==> src/rtl/bsa_pkg.sv <==
package bsa_pkg;

  localparam int unsigned FN_W     = 2;
  localparam int unsigned FN_COUNT = 1 << FN_W;

  // Function codes; each value doubles as the index of its one-hot enable.
  typedef enum logic [FN_W-1:0] {
    FN_AND = 2'b00,
    FN_OR  = 2'b01,
    FN_INV = 2'b10,
    FN_ADD = 2'b11
  } fn_e;

  typedef logic [FN_COUNT-1:0] fn_en_t;

endpackage

==> src/rtl/bsa_half_add.sv <==
module bsa_half_add (
  input  logic x_i,
  input  logic y_i,
  output logic s_o,
  output logic c_o
);

  assign s_o = x_i ^ y_i;
  assign c_o = x_i & y_i;

endmodule

==> src/rtl/bsa_full_add.sv <==
module bsa_full_add (
  input  logic x_i,
  input  logic y_i,
  input  logic c_i,
  output logic s_o,
  output logic c_o
);

  logic part_sum;
  logic part_c0;
  logic part_c1;

  // The first half adder combines the two operand bits.
  bsa_half_add i_ha_ops (
    .x_i (x_i),
    .y_i (y_i),
    .s_o (part_sum),
    .c_o (part_c0)
  );

  // The second half adder folds in the incoming carry.
  bsa_half_add i_ha_cin (
    .x_i (part_sum),
    .y_i (c_i),
    .s_o (s_o),
    .c_o (part_c1)
  );

  // At most one of the two partial carries can be set.
  assign c_o = part_c0 | part_c1;

endmodule

==> src/rtl/bsa_fn_decode.sv <==
module bsa_fn_decode
  import bsa_pkg::*;
(
  input  logic [FN_W-1:0] fn_i,
  output fn_en_t          en_o
);

  for (genvar k = 0; k < FN_COUNT; k++) begin : g_line
    assign en_o[k] = (fn_i == FN_W'(k));
  end

endmodule

==> src/rtl/bsa_slice.sv <==
module bsa_slice
  import bsa_pkg::*;
(
  input  logic [FN_W-1:0] fn_i,
  input  logic            a_i,
  input  logic            b_i,
  input  logic            c_i,
  output logic            o_o,
  output logic            c_o
);

  fn_en_t en;
  fn_en_t cand;
  logic   sum;

  // Local decoder: one enable line per function.
  bsa_fn_decode i_dec (
    .fn_i (fn_i),
    .en_o (en)
  );

  bsa_full_add i_fa (
    .x_i (a_i),
    .y_i (b_i),
    .c_i (c_i),
    .s_o (sum),
    .c_o (c_o)
  );

  // Candidate results, each placed at the index of its function code.
  always_comb begin
    cand         = '0;
    cand[FN_AND] = a_i & b_i;
    cand[FN_OR]  = a_i | b_i;
    cand[FN_INV] = ~a_i;
    cand[FN_ADD] = sum;
  end

  // Gate each candidate with its enable, then OR the gated results together.
  assign o_o = |(cand & en);

endmodule

==> src/rtl/bsa_alu.sv <==
module bsa_alu
  import bsa_pkg::*;
#(
  parameter int unsigned WIDTH = 8
) (
  input  logic [WIDTH-1:0] a_i,
  input  logic [WIDTH-1:0] b_i,
  input  logic [FN_W-1:0]  fn_i,
  input  logic             cin_i,
  output logic [WIDTH-1:0] o_o,
  output logic             cout_o
);

  localparam int unsigned CHAIN = WIDTH + 1;

  logic [CHAIN-1:0] carry;
  logic             add_sel;

  assign carry[0] = cin_i;

  for (genvar i = 0; i < WIDTH; i++) begin : g_slice
    bsa_slice i_slice (
      .fn_i (fn_i),
      .a_i  (a_i[i]),
      .b_i  (b_i[i]),
      .c_i  (carry[i]),
      .o_o  (o_o[i]),
      .c_o  (carry[i+1])
    );
  end

  // The carry out of the top slice leaves the block only for addition.
  assign add_sel = (fn_i == FN_ADD);
  assign cout_o  = carry[WIDTH] & add_sel;

endmodule

==> config.mk <==
export PLATFORM = sky130hd
export DESIGN_NAME = bsa_alu
export DESIGN_NICKNAME = d
export VERILOG_FILES = /design/src/rtl/bsa_pkg.sv /design/src/rtl/bsa_half_add.sv /design/src/rtl/bsa_full_add.sv /design/src/rtl/bsa_fn_decode.sv /design/src/rtl/bsa_slice.sv /design/src/rtl/bsa_alu.sv
export SDC_FILE = /design/constraint.sdc
export NUM_CORES = 1
export LEC_CHECK = 0
export BUFFER_PORTS_ARGS = -buffer_cell sky130_fd_sc_hd__clkbuf_2
export CORE_MARGIN = 2
export CORE_UTILIZATION = 40
export DETAILED_ROUTE_END_ITERATION = 8
export GPL_TIMING_DRIVEN = 0
export PLACE_DENSITY_LB_ADDON = 0.05
export SLEW_MARGIN = 40
export SYNTH_ARGS = -nofsm -noshare
export SYNTH_HDL_FRONTEND = slang
export SYNTH_SLANG_ARGS = --single-unit
==> constraint.sdc <==
create_clock -name vclk -period 5.1
set_clock_uncertainty 0.15 [all_clocks]
set_input_delay 0.51 -clock vclk [all_inputs]
set_output_delay 0.51 -clock vclk [all_outputs]
set_load 0.01 [all_outputs]
==> impl_metrics.py, run 1 <==
metrics = {
    "synth": {
        "yosysSeqAreaShare_pct": 0,
        "synth.top_cells.by_area": "ha_1 (27%), mux4_2 (24%), fa_1 (21%), inv_1 (16%), buf_4 (8.0%)",
        "synth.net_count": 119,
        "netlist_area_um2": 751,
        "netlist_instances": 76,
        "synth_top_cell_area_share_pct": 26.7,
        "synth_top_area_cell": "ha_1",
        "yosys_warnings": 0,
        "avgSynthCellArea_um2": 9.88,
        "synth_cell_types": 8,
    },
    "floorplan": {
        "num_rows": 15,
        "ios": 28,
        "initial_core_util_pct": 43.0,
        "dieArea_mm2": 0.00224,
        "core-area_mm2": 0.00175,
        "die_h_um": 47.3,
        "die_x_um": 47.3,
    },
    "timing": {
        "worst_pin_slew_ns": 0.134,
        "setup_tns_ns": 0,
        "relSlewSlack_pct": 91.0,
        "final-setup-viol-count": 0,
        "finalCritPeriodShare_pct": 96.2,
        "rsz0062_at_grt": "no",
        "setup_slack_ns": 0.195,
        "hold_violations": 0,
        "layout_min_cycle_time_ns": 4.91,
        "slew_violations": 0,
        "fmax_ghz": 0.204,
    },
    "run": {
        "maxCapViolations": 0,
    },
    "global_routing": {
        "track_usage_pct": 10.9,
        "grt_pass1_vias": 450,
        "grt_pass1_wl_um": 1790,
        "antenna_found_initial": 0,
        "grt_max_degree": 10,
        "overflow": 0,
    },
    "placed_design": {
        "placed_area_um2": 912,
        "dp_slack_ns": -0.0188,
        "io_buffer_count": 26,
        "place_congestion": 0.712,
        "dp_hpwl_um": 988,
    },
    "power": {
        "p_int_uw": 46.0,
        "power_density_mw_per_mm2": 88.3,
        "power.leakage_uw": 0.000545,
        "power_uw": 81.4,
        "clkPwrFrac_pct": 0,
        "swShare_pct": 43.5,
        "max-vdd-ir-drop_uv": 33.5,
        "power_frac_seq_pct": 0,
        "p_switching_uw": 35.4,
        "p_comb_share_pct": 100.0,
    },
    "drt": {
        "via_count": 527,
        "drc_errors": 0,
        "wl_per_cell_um": 8.20,
        "initialDrtViolationCount": 0,
        "vias_per_cell": 4.15,
        "dr.pass1.iters": 1,
        "totalWireLength_um": 1040,
        "drtAntennaViolNets": 0,
    },
    "critical_path": {
        "crit_path_end_kind": "output port",
        "cp.required_ns": 4.44,
        "crit_path_max_fanout": 3,
        "path_class": "in -> out",
        "crit_arrival_ns": 4.25,
        "worstSetupStartpointType": "primary input",
    },
    "finish": {
        "nets": 147,
        "nFlopsAndLatches": 0,
        "drive_gt1_share_pct": 47.1,
        "antenna_cells": 0,
        "seq_area_um2": 0,
        "final_area_um2": 922,
        "area_growth_pct": 22.8,
        "clock_buffers": 0,
    },
    "worst_hold_path": {
        "hp-class": "in -> out",
    },
    "outcome": {
        "status": "finished, final reports clean",
    },
    "clock_network": {
        "post_cts.repair.setup_buffers": 0,
    },
}
-- layout by cell type, fill, tap and decap left out, drive strengths merged --
cell type	n
mux4	8
clkbuf	26
inv	32
ha	16
buf	10
nor2	1
nand2	1
fa	8
-- worst max-delay path: stages --
cell and delay (ns):
clkbuf_2 0.12, fa_1 0.17, inv_1 0.05, fa_1 0.38, fa_2 0.35, fa_2 0.34, fa_2 0.35, fa_2 0.35
fa_1 0.38, fa_1 0.49, inv_1 0.04, mux4_2 0.46, buf_4 0.14, clkbuf_2 0.11
-- per-layer routing --
| layer | track usage (%) | vias to the layer above | wire [um] |
|---|---|---|---|
| met4 | 0 | 0 | 0 |
| met3 | 0 | 0 | 41 |
| met2 | 20.3 | 13 | 575 |
| met5 | 0 | - | 0 |
| met1 | 15.1 | 250 | 423 |
| li1 | - | 264 | - |
-- path summary, 6_finish.rpt --
kind / from / end / slack, ns / cells past startpoint
hold / removal: fn_i[1] / cout_o / 1.22 / 4
setup / recovery: a_i[0] / o_o[7] / 0.19 / 14
-- cell type report --
| type | count | area, um^2 |
|---|---|---|
| plain buffers | 10 | 82.6 |
| well taps | 25 | 31.3 |
| inverters | 32 | 120 |
| fillers | 182 | 823 |
| multi-input cells | 34 | 558 |
| repair buffers | 26 | 130 |
-- repair_timing --
action | 4_1_cts | 5_1_grt
endpoints found under the setup margin | 1 | 1
hold buffers | 0 | 0
endpoints found under the hold margin | 0 | 0
gates resized for setup | 1 | 3
-- cell families after synthesis --
family,after synthesis,share of synthesized area [%]
buffers and inverters,42,27.0
adders and majority gates,24,48.0
muxes,8,24.0
and+or+nand+nor,2,0.999
-- cells in the mapped netlist --
cell	n
mux4_2	8
nand2_1	1
buf_4	8
buf_6	2
fa_1	8
ha_1	16
nor2_1	1
inv_1	32
-- power by group through the flow --
stage / logic (uW) / registers (uW) / clock network (uW)
floorplan: 57.8 / 0 / 0
global placement: 79.4 / 0 / 0
detailed placement: 82.6 / 0 / 0
CTS: 83.0 / 0 / 0
global route: 94.9 / 0 / 0
finish: 81.4 / 0 / 0
-- per-stage QoR --
stage               std cells  hold WS (ns)  utilization [%]
finish                    127          1.22             52.8
detailed placement        127          1.21             52.3
CTS                       127          1.22             52.4
global route              127          1.25             52.8
floorplan                  76          1.09                -
global placement          127          1.21             52.3
No activity file was read; power rests on OpenSTA's default activity.
==> run 2: changes to the inputs <==
Settings changed: CORE_MARGIN 2 to 8.
==> run 2 against run 1 <==
Effect of this change:
- via count rose by 1.1%
- maximum frequency shrank 1.1%
- largest power group unchanged
- wire length increased by 19%
- setup slack got worse by 0.055 ns
- combinational power grew 0.7%
- cell count stayed put
- global-route usage is 3.7 points lower
- design area fell by 0.27%
- sequential share of layout area stayed put
==> impl_metrics.py, run 2 (synthesis gave the netlist of run 1 again) <==
metrics = {
    "drt": {
        "initialDrtViolationCount": 3,
        "dr.pass1.iters": 4,
        "wl_per_cell_um": 9.75,
        "via_count": 533,
        "vias_per_cell": 4.20,
        "drtAntennaViolNets": 0,
        "totalWireLength_um": 1240,
        "drc_errors": 0,
    },
    "timing": {
        "layout_min_cycle_time_ns": 4.96,
        "finalCritPeriodShare_pct": 97.3,
        "worst_pin_slew_ns": 0.136,
        "fin_hold_ws_ns": 1.21,
        "setup_slack_ns": 0.139,
        "rsz0062_at_grt": "no",
        "slew_violations": 0,
        "relSlewSlack_pct": 91.0,
        "final-setup-viol-count": 0,
        "hold_violations": 0,
        "fmax_ghz": 0.202,
    },
    "global_routing": {
        "track_usage_pct": 7.17,
        "grt_pass1_wl_um": 2130,
        "grt_max_degree": 10,
        "antenna_found_initial": 0,
        "grt_pass1_vias": 526,
        "overflow": 0,
    },
    "finish": {
        "drive_gt1_share_pct": 46.1,
        "seq_area_um2": 0,
        "fin_util_pct": 52.7,
        "nets": 147,
        "antenna_cells": 0,
        "area_growth_pct": 22.5,
        "nFlopsAndLatches": 0,
        "mostFrequentLayoutCells": "inv_1 (32), clkbuf_2 (26), ha_1 (16), mux4_2 (8), buf_4 (8)",
        "layout_commonest_cell": "inv_1",
        "clock_buffers": 0,
        "final_area_um2": 920,
    },
    "placed_design": {
        "dp_hpwl_um": 1170,
        "placed_area_um2": 912,
        "place_congestion": 0.670,
        "io_buffer_count": 26,
        "dp_slack_ns": -0.0273,
    },
    "power": {
        "max-vdd-ir-drop_uv": 31.5,
        "power_density_mw_per_mm2": 89.2,
        "power_uw": 82.0,
        "power.leakage_uw": 0.000546,
    },
    "critical_path": {
        "crit_path_max_fanout": 3,
        "crit_path_end_kind": "output port",
        "worstSetupStartpointType": "primary input",
        "cp.required_ns": 4.44,
        "crit_arrival_ns": 4.30,
        "path_class": "in -> out",
    },
    "worst_hold_path": {
        "hp-class": "in -> out",
    },
    "floorplan": {
        "ios": 28,
        "num_rows": 15,
        "dieArea_mm2": 0.00352,
        "core-area_mm2": 0.00175,
        "die_h_um": 59.3,
        "initial_core_util_pct": 43.0,
        "die_x_um": 59.3,
    },
    "outcome": {
        "status": "finished, final reports clean",
    },
    "run": {
        "maxCapViolations": 0,
    },
    "clock_network": {
        "post_cts.repair.setup_buffers": 0,
    },
}
## run 2: cell types whose count changed in the layout (fill, tap and decap cells not counted)
cell,previous run,this run
fa_1,4,5
fa_2,4,3
## run 2: layout make-up
type                            instances  area (um^2)
Inverter                               32          120
Multi-Input combinational cell         34          556
Fill cell                             183          826
Timing Repair Buffer                   26          130
Buffer                                 10         82.6
Tap cell                               25         31.3
## run 2: report_power, final
group / switching, uW / internal [uW] / total [uW]
logic: 36.0 / 46.0 / 82.0
clock network: 0 / 0 / 0
registers: 0 / 0 / 0
## run 2: worst max-delay path, stage by stage
cell and delay [ns]:
clkbuf_2 0.13, fa_1 0.17, inv_1 0.05, fa_1 0.38, fa_2 0.35, fa_2 0.34
fa_1 0.39, fa_2 0.36, fa_1 0.38, fa_1 0.49, inv_1 0.04, mux4_2 0.45
buf_4 0.14, clkbuf_2 0.11
## run 2: path summary, 6_finish.rpt
kind                  startpoint  endpoint  slack (ns)  cells after the start
worst min-delay path     fn_i[1]    cout_o        1.21                      4
worst max-delay path      a_i[0]    o_o[7]        0.14                     14
## run 2: per-stage QoR
stage	instances	TNS, ns
after floorplan	76	0
after global placement	127	-0.00297
after detailed placement	127	-0.0273
after CTS	127	0
after global routing	127	0
final	127	0
## run 2: layer usage
layer	part of all wire, %	track usage, %	vias up
li1	-	-	264
met1	42	8.77	256
met2	54	14.0	13
met3	3.8	0.217	0
met4	0	0	0
met5	0	0	-
## run 2: what timing repair did
item / CTS / global route
cloned: 0 / 0
resized for setup: 1 / 2
hold endpoints to repair: 0 / 0
endpoints found under the setup margin: 1 / 1
hold buffers: 0 / 0
==> run 3: changes to the inputs <==
Settings changed: CORE_UTILIZATION 40 to 26, RECOVER_POWER set to 100.
Clock period 5.1 ns to 5 ns, I/O delays scaled along.
==> run 3 against run 2 <==
Effect of this change:
- sequential share of layout area stayed put
- first-iteration DRC count decreased by 33%
- total power increased by 1.4%
- design area up 0.82%
- clock-buffer cell count did not move
- largest cell class unchanged
==> impl_metrics.py, run 3 (synthesis gave the netlist of run 1 again) <==
metrics = {
    "floorplan": {
        "die_x_um": 69.7,
        "core-area_mm2": 0.00276,
        "initial_core_util_pct": 27.2,
        "die_h_um": 69.7,
        "dieArea_mm2": 0.00486,
        "num_rows": 19,
        "ios": 28,
    },
    "global_routing": {
        "grt_max_degree": 10,
        "antenna_found_initial": 0,
        "grt_pass1_wl_um": 2270,
        "track_usage_pct": 5.14,
        "overflow": 0,
        "grt_pass1_vias": 533,
    },
    "drt": {
        "wl_per_cell_um": 9.39,
        "initialDrtViolationCount": 2,
        "dr.pass1.iters": 2,
        "via_count": 526,
        "vias_per_cell": 3.95,
        "drtAntennaViolNets": 0,
        "drc_errors": 0,
        "totalWireLength_um": 1250,
    },
    "finish": {
        "clock_buffers": 0,
        "area_growth_pct": 23.5,
        "nets": 147,
        "seq_area_um2": 0,
        "antenna_cells": 0,
        "mostFrequentLayoutCells": "inv_1 (32), clkbuf_2 (22), ha_1 (16), mux4_2 (8), buf_4 (8)",
        "finalNonFillerCells": 133,
        "nFlopsAndLatches": 0,
        "final_area_um2": 927,
        "layout_commonest_cell": "inv_1",
        "drive_gt1_share_pct": 44.1,
    },
    "placed_design": {
        "dp_cells": 133,
        "place_congestion": 0.656,
        "dp_hpwl_um": 1170,
        "placed_area_um2": 920,
        "io_buffer_count": 26,
    },
    "timing": {
        "slew_violations": 0,
        "finalCritPeriodShare_pct": 96.2,
        "worst_pin_slew_ns": 0.137,
        "relSlewSlack_pct": 90.9,
        "rsz0062_at_grt": "no",
        "hold_violations": 0,
        "final-setup-viol-count": 0,
        "layout_min_cycle_time_ns": 4.81,
        "fmax_ghz": 0.208,
    },
    "critical_path": {
        "slowest_stage": "fa_1",
        "crit_arrival_ns": 4.16,
        "cp.required_ns": 4.35,
        "crit_path_max_fanout": 3,
        "path_class": "in -> out",
        "crit_chain": "clkbuf_2 -> fa_1 -> inv_1 -> fa_1 -> fa_2 -> fa_2 -> fa_2 -> fa_2 -> fa_2 -> fa_1 -> inv_1 -> mux4_2 -> buf_4 -> clkbuf_1",
        "critPathMostFrequentCell": "fa_2",
        "crit_path_end_kind": "output port",
        "worst-path-buf-inv": 5,
        "worstSetupStartpointType": "primary input",
        "cp_slowest_stage_delay_ns": 0.48,
        "critPathTopFamily": "adder cells",
    },
    "worst_hold_path": {
        "hp-class": "in -> out",
        "hold_path_depth": 4,
        "worstHoldStart": "fn_i[1]",
        "whs_endpoint": "cout_o",
    },
    "run": {
        "maxCapViolations": 0,
    },
    "power": {
        "max-vdd-ir-drop_uv": 44.5,
        "power_density_mw_per_mm2": 89.7,
        "power.leakage_uw": 0.000532,
    },
    "clock_network": {
        "postCtsHoldBufs": 0,
    },
    "outcome": {
        "status": "finished, final reports clean",
    },
}
run 3: cell counts in the layout (fill, tap and decap cells not counted):
Identical to the previous run, type by type.
run 3: per-stage QoR:
stage	hold slack [ns]	utilization, %	setup TNS [ns]	power (uW)	worst slack [ns]
global route	1.21	33.6	0	96.1	0.0395
floorplan	1.07	-	0	59.0	0.300
CTS	1.19	33.5	0	85.8	0.0265
detailed placement	1.19	33.3	-0.0728	85.0	-0.0728
global placement	1.19	33.3	-0.0766	84.4	-0.0766
finish	1.18	33.6	0	83.2	0.189
run 3: routing by layer:
metal | track usage, % | share of wire (%) | up-vias
li1 | - | - | 264
met3 | 0.858 | 5.4 | 0
met2 | 8.61 | 48 | 16
met1 | 7.08 | 47 | 246
met4 | 0 | 0 | 0
met5 | 0 | 0 | -
run 3: repair_timing:
action | in CTS | in global routing
buffers inserted | 0 | 0
endpoints found under the setup margin | 1 | 1
cloned | 0 | 0
gates resized for setup | 2 | 3
run 3: report_power, final:
| group | total, uW | leakage (uW) | internal, uW | switching (uW) |
|---|---|---|---|---|
| logic | 83.2 | 0.000532 | 46.1 | 37.1 |
| clock network | 0 | 0 | 0 | 0 |
| registers | 0 | 0 | 0 | 0 |
run 3: worst max path at each step:
stage	start	depth (start not counted)	endpoint	slack [ns]
floorplan	a_i[0]	12	o_o[7]	0.30
global placement	a_i[0]	14	o_o[7]	-0.08
detailed placement	a_i[0]	14	o_o[7]	-0.07
CTS	a_i[0]	14	o_o[7]	0.03
global route	a_i[0]	14	o_o[7]	0.04
finish	a_i[0]	14	o_o[7]	0.19
run 3: layout make-up:
| type | count | area, um^2 |
|---|---|---|
| Fill cell | 301 | 1830 |
| Inverter | 32 | 120 |
| Tap cell | 31 | 38.8 |
| Multi-Input combinational cell | 34 | 561 |
| Buffer | 10 | 82.6 |
| Timing Repair Buffer | 26 | 125 |
